## src/rtl/mhs_pkg.sv

```systemverilog
package mhs_pkg;

  typedef enum logic [2:0] {
    TX_IDLE,
    TX_WAIT,
    TX_DONE,
    TX_GAP,
    TX_HALT
  } tx_st_t;

  // bit moved from idle (1) to active (0) between two frames
  function automatic logic fn_went_active(input logic cur, input logic prev);
    return prev & ~cur;
  endfunction

  // bit idle in two consecutive frames
  function automatic logic fn_two_idle(input logic cur, input logic prev);
    return cur & prev;
  endfunction

endpackage

```

## src/rtl/mhs_tx.sv

```systemverilog
module mhs_tx #(
  parameter int DW = 8
) (
  input  logic          clk,
  input  logic          rst_n,
  input  logic          stb,
  input  logic          mx_en,
  input  logic          wr_en,
  input  logic [DW-1:0] wr_data,
  input  logic          rx_mr,
  output logic          tx_mx,
  output logic [DW-1:0] tx_byte,
  output logic          ev_ack,
  output logic          ev_abt,
  output logic          busy
);
  import mhs_pkg::*;

  tx_st_t        st_q;
  logic [DW-1:0] data_q, byte_q;
  logic          pend_q, mx_q, mr_prev_q, eng_q;
  logic          ack_seen, idle2, consume;

  assign ack_seen = fn_went_active(rx_mr, mr_prev_q);
  assign idle2    = fn_two_idle(rx_mr, mr_prev_q);
  assign ev_ack   = stb && mx_en && (st_q == TX_WAIT) && ack_seen;
  assign ev_abt   = stb && mx_en && eng_q && idle2 &&
                    ((st_q == TX_WAIT) || (st_q == TX_DONE));
  assign consume  = stb && mx_en &&
                    (((st_q == TX_IDLE) && pend_q) || (st_q == TX_GAP));

  assign tx_mx   = mx_q;
  assign tx_byte = byte_q;
  assign busy    = (st_q != TX_IDLE);

  always_ff @(posedge clk or negedge rst_n) begin
    if (!rst_n) begin
      data_q <= '0;
      pend_q <= 1'b0;
    end else begin
      if (wr_en) data_q <= wr_data;
      pend_q <= wr_en | (pend_q & ~consume);
    end
  end

  always_ff @(posedge clk or negedge rst_n) begin
    if (!rst_n) begin
      st_q      <= TX_IDLE;
      byte_q    <= '0;
      mx_q      <= 1'b1;
      mr_prev_q <= 1'b1;
      eng_q     <= 1'b0;
    end else if (stb) begin
      mr_prev_q <= rx_mr;
      if (!mx_en) begin
        st_q  <= TX_IDLE;
        mx_q  <= 1'b1;
        eng_q <= 1'b0;
      end else begin
        unique case (st_q)
          TX_IDLE: begin
            eng_q <= 1'b0;
            if (pend_q) begin
              mx_q   <= 1'b0;
              byte_q <= data_q;
              st_q   <= TX_WAIT;
            end
          end
          TX_WAIT: begin
            if (ev_ack) begin
              st_q  <= TX_DONE;
              eng_q <= 1'b1;
            end else if (ev_abt) begin
              st_q <= TX_HALT;
              mx_q <= 1'b1;
            end
          end
          TX_DONE: begin
            if (ev_abt) begin
              st_q <= TX_HALT;
              mx_q <= 1'b1;
            end else if (pend_q) begin
              mx_q <= 1'b1;
              st_q <= TX_GAP;
            end
          end
          TX_GAP: begin
            mx_q   <= 1'b0;
            byte_q <= data_q;
            st_q   <= TX_WAIT;
          end
          TX_HALT: mx_q <= 1'b1;
          default: st_q <= TX_IDLE;
        endcase
      end
    end
  end

endmodule

```

## src/rtl/mhs_rx.sv

```systemverilog
module mhs_rx #(
  parameter int DW = 8
) (
  input  logic          clk,
  input  logic          rst_n,
  input  logic          stb,
  input  logic          mr_en,
  input  logic          rx_mx,
  input  logic [DW-1:0] rx_byte,
  input  logic          din_rd,
  output logic          tx_mr,
  output logic [DW-1:0] rd_data,
  output logic          ev_rcv,
  output logic          ev_end,
  output logic          busy
);
  import mhs_pkg::*;

  logic [DW-1:0] data_q;
  logic          mx_prev_q, unread_q, need_q, mr_q, live_q;
  logic          ack_done;

  assign ev_rcv   = stb && fn_went_active(rx_mx, mx_prev_q);
  assign ev_end   = stb && live_q && fn_two_idle(rx_mx, mx_prev_q);
  assign ack_done = stb && mr_en && need_q && !unread_q && mr_q;

  assign tx_mr   = mr_q;
  assign rd_data = data_q;
  assign busy    = ~mr_q;

  always_ff @(posedge clk or negedge rst_n) begin
    if (!rst_n) begin
      data_q    <= '0;
      mx_prev_q <= 1'b1;
      unread_q  <= 1'b0;
      need_q    <= 1'b0;
      mr_q      <= 1'b1;
      live_q    <= 1'b0;
    end else begin
      if (ev_rcv) begin
        data_q <= rx_byte;
        live_q <= 1'b1;
      end else if (ev_end) begin
        live_q <= 1'b0;
      end
      if (ev_rcv) unread_q <= 1'b1;
      else if (din_rd) unread_q <= 1'b0;
      need_q <= ev_rcv | (need_q & ~ack_done);
      if (stb) begin
        mx_prev_q <= rx_mx;
        if (!mr_en) mr_q <= 1'b1;
        else if (need_q && !unread_q) mr_q <= ~mr_q;
      end
    end
  end

endmodule

```

## src/rtl/mhs_channel.sv

```systemverilog
module mhs_channel #(
  parameter int DW = 8
) (
  input  logic          clk,
  input  logic          rst_n,
  input  logic          frame_stb,
  input  logic [DW-1:0] rx_byte,
  input  logic          rx_mx,
  input  logic          rx_mr,
  output logic [DW-1:0] tx_byte,
  output logic          tx_mx,
  output logic          tx_mr,
  input  logic          mx_en,
  input  logic          mr_en,
  input  logic          irq_en,
  input  logic          wr_en,
  input  logic [DW-1:0] wr_data,
  input  logic          din_rd,
  output logic [DW-1:0] rd_data,
  input  logic          irq_rd,
  output logic          irq_rcv,
  output logic          irq_ack,
  output logic          irq_end,
  output logic          irq_abort,
  output logic          active
);
  localparam int NFLAG = 4;

  logic ev_ack, ev_abt, ev_rcv, ev_end;
  logic tx_busy, rx_busy;
  logic [NFLAG-1:0] ev_vec, flag_q;

  mhs_tx #(.DW(DW)) u_tx (
    .clk(clk), .rst_n(rst_n), .stb(frame_stb), .mx_en(mx_en),
    .wr_en(wr_en), .wr_data(wr_data), .rx_mr(rx_mr),
    .tx_mx(tx_mx), .tx_byte(tx_byte), .ev_ack(ev_ack), .ev_abt(ev_abt),
    .busy(tx_busy)
  );

  mhs_rx #(.DW(DW)) u_rx (
    .clk(clk), .rst_n(rst_n), .stb(frame_stb), .mr_en(mr_en),
    .rx_mx(rx_mx), .rx_byte(rx_byte), .din_rd(din_rd),
    .tx_mr(tx_mr), .rd_data(rd_data), .ev_rcv(ev_rcv), .ev_end(ev_end),
    .busy(rx_busy)
  );

  // received flag is ungated; the rest follow irq_en
  assign ev_vec = {ev_abt & irq_en, ev_end & irq_en, ev_ack & irq_en, ev_rcv};

  for (genvar g = 0; g < NFLAG; g++) begin : g_flag
    always_ff @(posedge clk or negedge rst_n) begin
      if (!rst_n) flag_q[g] <= 1'b0;
      else        flag_q[g] <= ev_vec[g] | (flag_q[g] & ~irq_rd);
    end
  end

  assign irq_rcv   = flag_q[0];
  assign irq_ack   = flag_q[1];
  assign irq_end   = flag_q[2];
  assign irq_abort = flag_q[3];
  assign active    = tx_busy | rx_busy;

endmodule

```

## config.mk

```make
export PLATFORM = sky130hd
export DESIGN_NAME = mhs_channel
export DESIGN_NICKNAME = d
export VERILOG_FILES = /design/src/rtl/mhs_pkg.sv /design/src/rtl/mhs_tx.sv /design/src/rtl/mhs_rx.sv /design/src/rtl/mhs_channel.sv
export SDC_FILE = /design/constraint.sdc
export NUM_CORES = 1
export LEC_CHECK = 0
export BUFFER_PORTS_ARGS = -buffer_cell sky130_fd_sc_hd__buf_2
export CAP_MARGIN = 25
export CELL_PAD_IN_SITES_DETAIL_PLACEMENT = 1
export CELL_PAD_IN_SITES_GLOBAL_PLACEMENT = 1
export CORE_MARGIN = 5
export CORE_UTILIZATION = 40
export CTS_BUF_LIST = sky130_fd_sc_hd__clkbuf_16
export DETAILED_ROUTE_END_ITERATION = 7
export HOLD_SLACK_MARGIN = 0.06
export PLACE_DENSITY = 0.91
export REMOVE_ABC_BUFFERS = 1
export SYNTH_ARGS = -nofsm -noshare
export SYNTH_HDL_FRONTEND = slang
export SYNTH_SLANG_ARGS = --single-unit
```

## constraint.sdc

```tcl
create_clock -name clk -period 2.25 [get_ports clk]
set_input_delay 0.225 -clock clk [delete_from_list [all_inputs] [get_ports clk]]
set_output_delay 0.225 -clock clk [all_outputs]
set_load 0.05 [all_outputs]
```

* Yosys cells after proc, flatten, opt, wreduce, memory -nomap -nowiden *
Cells that the tools add are included.

storage, ports and cells
  input port bits = 27
  bits in registers = 40
  output and inout port bits = 23
  word-level logic and storage cells = 112

operators by class
  bitwise gates (word level) = 26
  multiplexer cells = 25
  equal/unequal tests = 15
  reduce and logical (&&, ||, !) cells = 29

operator list
  cell                count
  $mux 3              6
  $logic_and 1x1->1   16
  $pmux 8 s2          1
  $pmux 3 s5          1
  $mux 1              14
  $and 1x1->1         13
  $ne 3x3->1 const B  3
  $mux 8              1
  $or 1x1->1          7
  $eq 3x2->1 const B  2
  $ne 6x1->1 const B  1
  $not 1->1           6
  $reduce_and 6->1    1
  $reduce_bool 2->1   3
  $pmux 1 s5          1
  $reduce_and 5->1    1
  $ne 2x1->1 const B  2
  $ne 4x3->1 const B  1
  $ne 4x4->1 const B  1
  $reduce_and 4->1    1
  $eq 3x1->1 const B  1
  $eq 3x3->1 const B  1
  $logic_not 3->1     1
  $ne 3x1->1 const B  1
  8 further kinds     9

* Depth between registers and ports, before layout *
Gate-level depths: netlist of run 1.

  depth in word-level cells = 8
  mapped depth = 4
  depth with buffers taken out = 3

* By module *
From an unflattened synthesis of run 1, not the netlist that was laid out.

second synthesis, totals
  cell total of the unflattened synthesis = 134
  area total of the unflattened synthesis = 1778.0 µm²

by module, submodules not included
  module       times used  cells an instance  sequential area each (µm²)  area an instance (µm²)
  mhs_tx       1           84                 578.1                       1083.5
  mhs_rx       1           40                 327.8                       549.3
  mhs_channel  1           10                 100.1                       145.1

* Worst setup path before layout of run 1 *
Ideal clock, no wire load.

  kind = register to register
  start point = reg u_tx.st_q[1]
  end point = reg u_tx.byte_q[0], in the netlist u_tx.tx_byte[0]
  path buffers = 1
  stages on the path, launching flop included = 5
  clock period less this slack = 1.594 ns
  path slack = 0.656 ns
  arrival = 1.470 ns
  library setup time = 0.125 ns
  data required time = 2.125 ns
  cell sequence = dfrtp_1 buf_6 or3b_4 a21oi_4 mux2_2

between the ends
  longest elaborated chain between the ends = 3
  elaborated cells between the ends (all ways) = 6
  those cells by class = 2 x eq/ne; 1 x mux; 3 x reduce/logical

RTL lines
  item                                                       RTL line      source
  start, declared                                            mhs_tx.sv:19  tx_st_t st_q;
  start signal, assigned                                     mhs_tx.sv:48  st_q <= TX_IDLE;
  start signal, assigned                                     mhs_tx.sv:56  st_q <= TX_IDLE;
  start signal, assigned                                     mhs_tx.sv:66  st_q <= TX_WAIT;
  $logic_not 3->1 or $eq 3x2->1 (tied branches)              mhs_tx.sv:60  unique case (st_q)
  $ne 2x1->1 (no line) or $reduce_bool 2->1 (tied branches)  --
  $reduce_and 4->1 (no line)                                 --
  end signal, assigned                                       mhs_tx.sv:65  byte_q <= data_q;
  end signal, assigned                                       mhs_tx.sv:89  byte_q <= data_q;
  end, declared                                              mhs_tx.sv:20  logic [DW-1:0] data_q, byte_q;

Several ways; a longest one is shown, not always the timed one.
A chain may end at the register's enable or synchronous reset.

* Worst setup path in the final report of run 1 *
  start point = reg u_tx.st_q[0]
  end point = reg u_tx.byte_q[0], in the netlist u_tx.tx_byte[0]

Same word-level chain as after synthesis.

==> impl_metrics.env, run 1 <==
export IMPL_p_total_mw=2.45
export IMPL_fp_dieH_um=75.5
export IMPL_via_count=1242
export IMPL_arrival_ns=1.90
export IMPL_worstSetupStartpointType="flip-flop"
export IMPL_fin_cells=236
export IMPL_reg2reg_depth=3
export IMPL_dpl_hpwl_um=3060
export IMPL_synth_top_family_by_area="multiplexers"
export IMPL_finalMaxSlewViolations=0
export IMPL_fin_util=0.520
export IMPL_nets=212
export IMPL_dr_pass1_iters=4
export IMPL_clk_path_buf_depth=2
export IMPL_drive_above_1_share=0.468
export IMPL_antenna_left=0
export IMPL_syn_inst=135
export IMPL_chipWidth_um=75.5
export IMPL_grt_util_all_layers=0.170
export IMPL_vdd_drop_max_mv=0.662
export IMPL_grt_ovfl_total=0
export IMPL_grt_pass1_vias=1412
export IMPL_placedCellCount=228
export IMPL_cellLeakagePower_nw=1.01
export IMPL_path_max_fanout=10
export IMPL_use_met3=0.0646
export IMPL_criticalPathCategory="reg -> reg"
export IMPL_required_ns=2.40
export IMPL_fmax_mhz=572
export IMPL_ys_types=36
export IMPL_synth_simple_area_share=0.113
export IMPL_num_fill_cells=448
export IMPL_path_buf_inv=0
export IMPL_synth_edf_count=0
export IMPL_cts_tree="yes"
export IMPL_synthMuxAreaShare=0.171
export IMPL_slowest_delay_ns=0.50
export IMPL_area_delta_synth_final_pct=23.9
export IMPL_endpoint_kind="flip-flop"
export IMPL_tightest_slew_ns=0.889
export IMPL_synthArstFlopShare=1.00
export IMPL_powerDensity_mw_per_mm2=1150
export IMPL_antenna_found_initial=0
export IMPL_avgViaCountPerCell=5.26
export IMPL_first_iter_violations=67
export IMPL_grt_max_degree=41
export IMPL_coreArea_sq_mm=0.00409
export IMPL_portBuffers=49
export IMPL_setup_viol=0
export IMPL_clk_latency_ns=0.28
export IMPL_clock_skew_ns=0.00621
export IMPL_finalHoldViolations=0
export IMPL_top_usage_layer="met2"
export IMPL_worst_path_dominant_cell_family="flip-flops"
export IMPL_n_antenna_cell=0
export IMPL_drv_cap=0
export IMPL_period_minus_slack_ns=1.75
export IMPL_yosysSeqAreaShare=0.587
export IMPL_synth_fa_ha_area_frac=0
export IMPL_totalWireLength_um=4170
export IMPL_cts_sinks=40
export IMPL_cts_root_buf="clkbuf_16"
export IMPL_post_route_period_util=0.776
export IMPL_hold_path_class="in -> async"
export IMPL_cts_setup_buffers=0
export IMPL_slew_headroom=0.408
export IMPL_clk_pin_slew_ns=0.06
export IMPL_wl_per_cell_um=17.7
export IMPL_status="completed"
export IMPL_globalRouteMet2Util=0.283
export IMPL_synth_seq_cells=40
export IMPL_grt_util_met1=0.203
export IMPL_start_util=0.419
export IMPL_crit_cells=3
export IMPL_layout_commonest_cell="buf_2"
export IMPL_mostFrequentLayoutCells="49 x buf_2, 36 x dfrtp_1, 26 x mux2_2, 10 x nand2_1, 10 x inv_1"
export IMPL_crit_chain="or3b_4 -> a21oi_4 -> mux2_2"
export IMPL_drc=0
export IMPL_cp_slowest_cell="dfrtp_1"
export IMPL_fp_dieArea_sq_mm=0.00569
export IMPL_h_tree_depth=2
export IMPL_rsz0062_at_grt="no"
export IMPL_post_cts_resize_count=0
export IMPL_ys_flop_type="dfrtp_1"
export IMPL_yosysWarnings=0
export IMPL_synth_area_sq_mm=0.00171
export IMPL_rows=23
export IMPL_synth_compound_area_share=0.0861
export IMPL_grt_pass1_wl_um=7270
export IMPL_cts_buffers_inserted=5
export IMPL_hold_buffers=0
export IMPL_syn_mean_instance_area_sq_um=12.7
export IMPL_synth_xor_area_frac=0.00511
export IMPL_ios=50
export IMPL_gp_congestion=0.885
export IMPL_finalSetupTns_ns=0
## per-stage QoR
stage	hold slack [ns]	cell area, sq um	setup slack [ns]
after floorplan	-0.0706	1680	0.680
after global placement	0.390	1990	0.594
after detailed placement	0.392	1990	0.518
after CTS	0.103	2120	0.502
after global routing	0.126	2120	0.433
final	0.0741	2120	0.503
## sequential cells by signal, indices dropped and copies added (netlist names)
name	cells
irq_abort	1
irq_ack	1
irq_end	1
irq_rcv	1
u_rx.live_q	1
u_rx.mx_prev_q	1
u_rx.need_q	1
u_rx.rd_data	8
u_rx.tx_mr	1
u_rx.unread_q	1
u_tx.data_q	8
u_tx.eng_q	1
u_tx.mr_prev_q	1
u_tx.pend_q	1
u_tx.st_q	3
u_tx.tx_byte	8
u_tx.tx_mx	1
## worst reg2reg max path, cell delays in order, from the launching register on
cell and delay [ns]:
dfrtp_1 0.50, or3b_4 0.44, a21oi_4 0.31, mux2_2 0.38
## routing by layer
| metal | wire length [um] | up-vias | part of all wire |
|---|---|---|---|
| li1 | - | 578 | - |
| met1 | 1710 | 617 | 0.41 |
| met2 | 2070 | 39 | 0.49 |
| met3 | 335 | 8 | 0.080 |
| met4 | 65 | 0 | 0.016 |
| met5 | 0 | - | 0 |
## synth_stat cells (all sizes together), types with 3 or more instances
cell     n  area, sq um
nand2b   6         37.5
dfstp    4          105
nor4     3         18.8
mux2    26          293
nand2   10         37.5
o21ai    3         15.0
inv      8         30.0
dfrtp   36          901
clkbuf   3         11.3
buf      3         23.8
nand3    4         20.0
## path summary, 6_finish.rpt
check | startpoint | end | slack [ns]
worst max-delay path | u_tx.st_q[0] | u_tx.tx_byte[0] | 0.50
worst min-delay path | rst_n | u_tx.data_q[5] | 0.07
worst max register to register | u_tx.st_q[0] | u_tx.tx_byte[0] | 0.50
worst min register to register | u_tx.tx_mx | u_tx.tx_mx | 0.50
max in group asynchronous | rst_n | u_tx.st_q[2] | 1.62
min in group clk | din_rd | u_rx.unread_q | 0.13
## report_power, final
group / internal, mW / switching, mW / total, mW
sequential: 0.875 / 0.105 / 0.980
combinational: 0.231 / 0.583 / 0.814
clock: 0.398 / 0.258 / 0.657
## cell type report
cell class / instances / area, sq um / area share
inverters: 8 / 30.0 / 0.0141
multi-input cells: 81 / 643 / 0.303
repair buffers: 49 / 245 / 0.115
clock buffers: 5 / 125 / 0.0589
flip-flops and latches: 40 / 1010 / 0.474
well taps: 50 / 62.6 / 0.0295
clock inverters: 3 / 11.3 / 0.00530
## cell families after synthesis
logic type,count (synthesis)
xor+xnor,1
simple gates,35
buf+inv,14
flops,40
mux,26
compound gates,19
No activity file was read; power rests on OpenSTA's default activity.
==> run 2: changes to the inputs <==
==> constraint.sdc (replaced) <==
create_clock -name clk -period 1.7 [get_ports clk]
set_input_delay 0.17 -clock clk [delete_from_list [all_inputs] [get_ports clk]]
set_output_delay 0.17 -clock clk [all_outputs]
set_load 0.05 [all_outputs]
==> impl_metrics.env, run 2 (synthesis gave the netlist of run 1 again) <==
export IMPL_status="completed"
export IMPL_slew_headroom=0.690
export IMPL_finalHoldViolations=0
export IMPL_grt_util_all_layers=0.182
export IMPL_antenna_found_initial=0
export IMPL_grt_pass1_wl_um=7530
export IMPL_fp_dieArea_sq_mm=0.00569
export IMPL_grt_ovfl_total=0
export IMPL_fmax_mhz=604
export IMPL_dr_pass1_iters=4
export IMPL_rows=23
export IMPL_worst_path_dominant_cell_family="simple AND/OR/NAND/NOR gates"
export IMPL_first_iter_violations=54
export IMPL_vdd_drop_max_mv=1.17
export IMPL_portBuffers=49
export IMPL_num_fill_cells=452
export IMPL_ios=50
export IMPL_slowest_delay_ns=0.42
export IMPL_drc=0
export IMPL_h_tree_depth=2
export IMPL_wl_per_cell_um=18.3
export IMPL_layout_commonest_cell="buf_2"
export IMPL_endpoint_kind="flip-flop"
export IMPL_r2r_start="u_tx.st_q[1]"
export IMPL_clock_skew_ns=0.00526
export IMPL_cts_sinks=40
export IMPL_area_delta_synth_final_pct=27.1
export IMPL_hold_depth=2
export IMPL_cts_buffers_inserted=5
export IMPL_powerDensity_mw_per_mm2=1510
export IMPL_chipWidth_um=75.5
export IMPL_drive_above_1_share=0.482
export IMPL_rsz0062_at_grt="no"
export IMPL_coreArea_sq_mm=0.00409
export IMPL_path_buf_inv=0
export IMPL_dpl_hpwl_um=3220
export IMPL_gp_congestion=0.830
export IMPL_cp_slowest_cell="or3b_4"
export IMPL_nets=219
export IMPL_reg2reg_to="u_tx.tx_byte[7]"
export IMPL_clk_pin_slew_ns=0.06
export IMPL_drv_cap=0
export IMPL_required_ns=1.86
export IMPL_worstSetupStartpointType="flip-flop"
export IMPL_fin_cells=243
export IMPL_setup_viol=0
export IMPL_tightest_slew_ns=0.459
export IMPL_multiInputGateArea_sq_um=643
export IMPL_crit_chain="or3b_4 -> a21oi_4 -> mux2_2"
export IMPL_hold_path_class="in -> reg"
export IMPL_hp_start="din_rd"
export IMPL_totalWireLength_um=4440
export IMPL_start_util=0.419
export IMPL_criticalPathCategory="reg -> reg"
export IMPL_min_to="u_rx.unread_q"
export IMPL_fp_dieH_um=75.5
export IMPL_finalMaxSlewViolations=0
export IMPL_via_count=1307
export IMPL_finalSetupTns_ns=0
export IMPL_period_minus_slack_ns=1.66
export IMPL_arrival_ns=1.82
export IMPL_reg2reg_depth=3
export IMPL_clk_latency_ns=0.28
export IMPL_antenna_left=0
export IMPL_post_cts_resize_count=0
export IMPL_post_route_period_util=0.974
export IMPL_clk_path_buf_depth=2
export IMPL_cts_tree="yes"
export IMPL_mostFrequentLayoutCells="49 x buf_2, 36 x dfrtp_1, 26 x mux2_2, 10 x nand2_1, 10 x inv_1"
export IMPL_seq_area_sq_mm=0.00101
export IMPL_cellLeakagePower_nw=1.04
export IMPL_reg2reg_slack_ns=0.04
export IMPL_cts_root_buf="clkbuf_16"
export IMPL_fin_util=0.533
export IMPL_n_antenna_cell=0
export IMPL_path_max_fanout=9
export IMPL_grt_max_degree=21
export IMPL_avgViaCountPerCell=5.38
export IMPL_placedCellCount=234
export IMPL_grt_pass1_vias=1491
-- run 2: cell types whose count changed in the layout (fill, tap and decap cells not counted), sizes merged --
cell / previous run / this run
buf: 49 / 55
dlygate4sd3: 0 / 1
-- run 2: where the power goes --
part	leakage, nW	internal (mW)	switching, mW	total (mW)
combinational	0.487	0.326	0.805	1.13
sequential	0.480	1.16	0.115	1.27
clock	0.0738	0.527	0.348	0.876
-- run 2: area by class of cell --
cell class | count | area share
Clock buffer | 5 | 0.0574
Clock inverter | 3 | 0.00517
Inverter | 8 | 0.0138
Multi-Input combinational cell | 81 | 0.295
Sequential cell | 40 | 0.462
Tap cell | 50 | 0.0287
Timing Repair Buffer | 56 | 0.138
-- run 2: worst max-delay path by stage --
stage,startpoint,end,slack [ns],cells after the start
after floorplan,u_tx.st_q[1],u_tx.tx_byte[0],0.13,3
after global placement,u_tx.st_q[1],u_tx.tx_byte[7],0.16,3
after detailed placement,u_tx.st_q[1],u_tx.tx_byte[7],0.06,3
after CTS,u_tx.st_q[1],u_tx.tx_byte[7],0.05,3
after global routing,u_tx.st_q[1],u_tx.tx_byte[7],0.005,3
final,u_tx.st_q[1],u_tx.tx_byte[7],0.04,3
-- run 2: stage by stage --
stage	hold WS [ns]	setup WS [ns]	cell area, sq um	power [mW]
after floorplan	-0.126	0.130	1680	2.08
after global placement	0.128	0.163	2030	2.37
after detailed placement	0.139	0.0636	2030	2.42
after CTS	0.0674	0.0499	2180	3.31
after global routing	0.0764	0.00470	2180	3.45
final	0.0698	0.0436	2180	3.28
-- run 2: metal layers --
metal	global-route usage	vias up	wire length [um]
met5	0	-	0
met4	0.0816	0	131
met3	0.0726	14	358
met2	0.307	53	2270
met1	0.201	647	1680
li1	-	593	-
-- run 2: what timing repair did --
item | in CTS | in global routing
hold buffers | 1 | 0
setup buffers | 0 | 0
endpoints found under the hold margin | 17 | 0
==> run 3: changes to the inputs <==
--- a/config.mk
+++ b/config.mk
@@ -10,11 +10,11 @@
 export CELL_PAD_IN_SITES_DETAIL_PLACEMENT = 1
 export CELL_PAD_IN_SITES_GLOBAL_PLACEMENT = 1
 export CORE_MARGIN = 5
-export CORE_UTILIZATION = 40
+export CORE_UTILIZATION = 36
 export CTS_BUF_LIST = sky130_fd_sc_hd__clkbuf_16
 export DETAILED_ROUTE_END_ITERATION = 7
 export HOLD_SLACK_MARGIN = 0.06
-export PLACE_DENSITY = 0.91
+export PLACE_DENSITY = 0.87
 export REMOVE_ABC_BUFFERS = 1
 export SYNTH_ARGS = -nofsm -noshare
 export SYNTH_HDL_FRONTEND = slang
==> constraint.sdc (replaced) <==
create_clock -name clk -period 1.4 [get_ports clk]
set_input_delay 0.14 -clock clk [delete_from_list [all_inputs] [get_ports clk]]
set_output_delay 0.14 -clock clk [all_outputs]
set_load 0.05 [all_outputs]
==> impl_metrics.env, run 3 (synthesis gave the netlist of run 1 again) <==
export IMPL_violations="setup timing"
export IMPL_tightest_slew_ns=0.510
export IMPL_cts_buffers_inserted=5
export IMPL_first_iter_violations=70
export IMPL_dpl_cell_area_sq_mm=0.00206
export IMPL_setup_viol=11
export IMPL_clk_path_buf_depth=2
export IMPL_wl_per_cell_um=17.3
export IMPL_grt_ovfl_total=0
export IMPL_grt_util_all_layers=0.150
export IMPL_worstSetupStartpointType="flip-flop"
export IMPL_coreArea_sq_mm=0.00466
export IMPL_drive_above_1_share=0.540
export IMPL_criticalPathCategory="reg -> reg"
export IMPL_via_count=1310
export IMPL_multiInputGateArea_sq_um=718
export IMPL_powerDensity_mw_per_mm2=1840
export IMPL_fmax_mhz=652
export IMPL_avgViaCountPerCell=5.16
export IMPL_post_place_ws_ns=-0.171
export IMPL_period_minus_slack_ns=1.53
export IMPL_grt_pass1_wl_um=7090
export IMPL_fp_dieArea_sq_mm=0.00624
export IMPL_clock_skew_ns=0.00388
export IMPL_antenna_found_initial=0
export IMPL_cts_tree="yes"
export IMPL_num_fill_cells=511
export IMPL_postLayoutCellArea_sq_mm=0.00235
export IMPL_gp_congestion=0.780
export IMPL_h_tree_depth=2
export IMPL_post_route_period_util=1.10
export IMPL_drc=0
export IMPL_grt_pass1_vias=1453
export IMPL_cts_root_buf="clkbuf_16"
export IMPL_clk_pin_slew_ns=0.06
export IMPL_portBuffers=49
export IMPL_area_delta_synth_final_pct=37.4
export IMPL_hold_path_class="in -> reg"
export IMPL_p_total_mw=4.33
export IMPL_layout_setup_ws_ns=-0.134
export IMPL_cellLeakagePower_nw=1.10
export IMPL_chipWidth_um=79.0
export IMPL_arrival_ns=1.70
export IMPL_seq_area_sq_mm=0.00101
export IMPL_finalMaxSlewViolations=0
export IMPL_drv_cap=0
export IMPL_path_max_fanout=5
export IMPL_finalHoldViolations=0
export IMPL_dr_pass1_iters=4
export IMPL_cts_sinks=40
export IMPL_antenna_left=0
export IMPL_status="complete, but fails checks"
export IMPL_rsz0062_at_grt="yes"
export IMPL_required_ns=1.57
export IMPL_vdd_drop_max_mv=0.821
export IMPL_hold_ws_ns=0.0860
export IMPL_fp_dieH_um=79.0
export IMPL_clk_latency_ns=0.28
export IMPL_totalWireLength_um=4400
export IMPL_n_antenna_cell=0
export IMPL_grt_max_degree=41
export IMPL_slew_headroom=0.660
export IMPL_rows=25
export IMPL_mostFrequentLayoutCells="48 x buf_2, 36 x dfrtp_1, 23 x mux2_2, 9 x nand2_1, 9 x buf_4"
export IMPL_dpl_hpwl_um=3120
export IMPL_endpoint_kind="flip-flop"
export IMPL_layout_commonest_cell="buf_2"
export IMPL_start_util=0.368
export IMPL_finalSetupTns_ns=-0.877
export IMPL_nets=226
export IMPL_ios=50
## run 3: changes by cell type in the layout (fill, tap and decap cells not counted), sizes merged
cell / previous run / this run
buf: 55 / 60
inv: 10 / 8
a21oi: 2 / 3
bufinv: 0 / 1
clkinvlp: 0 / 1
dlygate4sd3: 1 / 2
## run 3: final cells by class
class                      count  area share
clock buffer                   5      0.0531
multi-input combinational     82       0.305
timing repair buffer          62       0.155
clock inverter                 3      0.0181
tap                           54      0.0287
sequential                    40       0.427
inverter                       8      0.0128
## run 3: final timing paths
kind	from	end	slack, ns	cells after the start
worst max register to register	u_tx.st_q[1]	u_tx.tx_byte[0]	-0.13	3
worst max-delay path	u_tx.st_q[1]	u_tx.tx_byte[0]	-0.13	3
worst min-delay path	wr_data[4]	u_tx.data_q[4]	0.09	2
max in group asynchronous	rst_n	u_tx.mr_prev_q	0.58	3
min in group asynchronous	rst_n	u_tx.tx_byte[3]	0.44	3
worst min register to register	irq_ack	irq_ack	0.49	2
## run 3: repair_timing
action / in CTS / in global routing
resized for setup: 5 / 14
endpoints found under the setup margin: 11 / 21
hold endpoints to repair: 37 / 0
pin swaps: 1 / 5
setup buffers: 0 / 2
hold buffers: 2 / 0
gates cloned: 1 / 0
## run 3: through the flow
step,utilization,instances
finish,0.505,254
global route,0.505,254
CTS,0.489,252
detailed placement,0.442,241
global placement,0.442,241
floorplan,-,129
## run 3: power breakdown
part	switching (mW)	leakage [nW]	internal (mW)
combinational	1.02	0.542	0.482
sequential	0.141	0.480	1.41
clock	0.447	0.0798	0.836
## run 3: layer usage
metal / global-route usage / part of all wire / up-vias
met5: 0 / 0 / -
met4: 0.0567 / 0.015 / 0
met3: 0.0544 / 0.050 / 6
met2: 0.248 / 0.53 / 30
met1: 0.177 / 0.41 / 665
li1: - / - / 609
## run 3: worst max-delay path, cell delays in order (launching register included)
cell and delay (ns):
dfrtp_1 0.38, or3b_4 0.43, a21oi_4 0.24, mux2_2 0.37
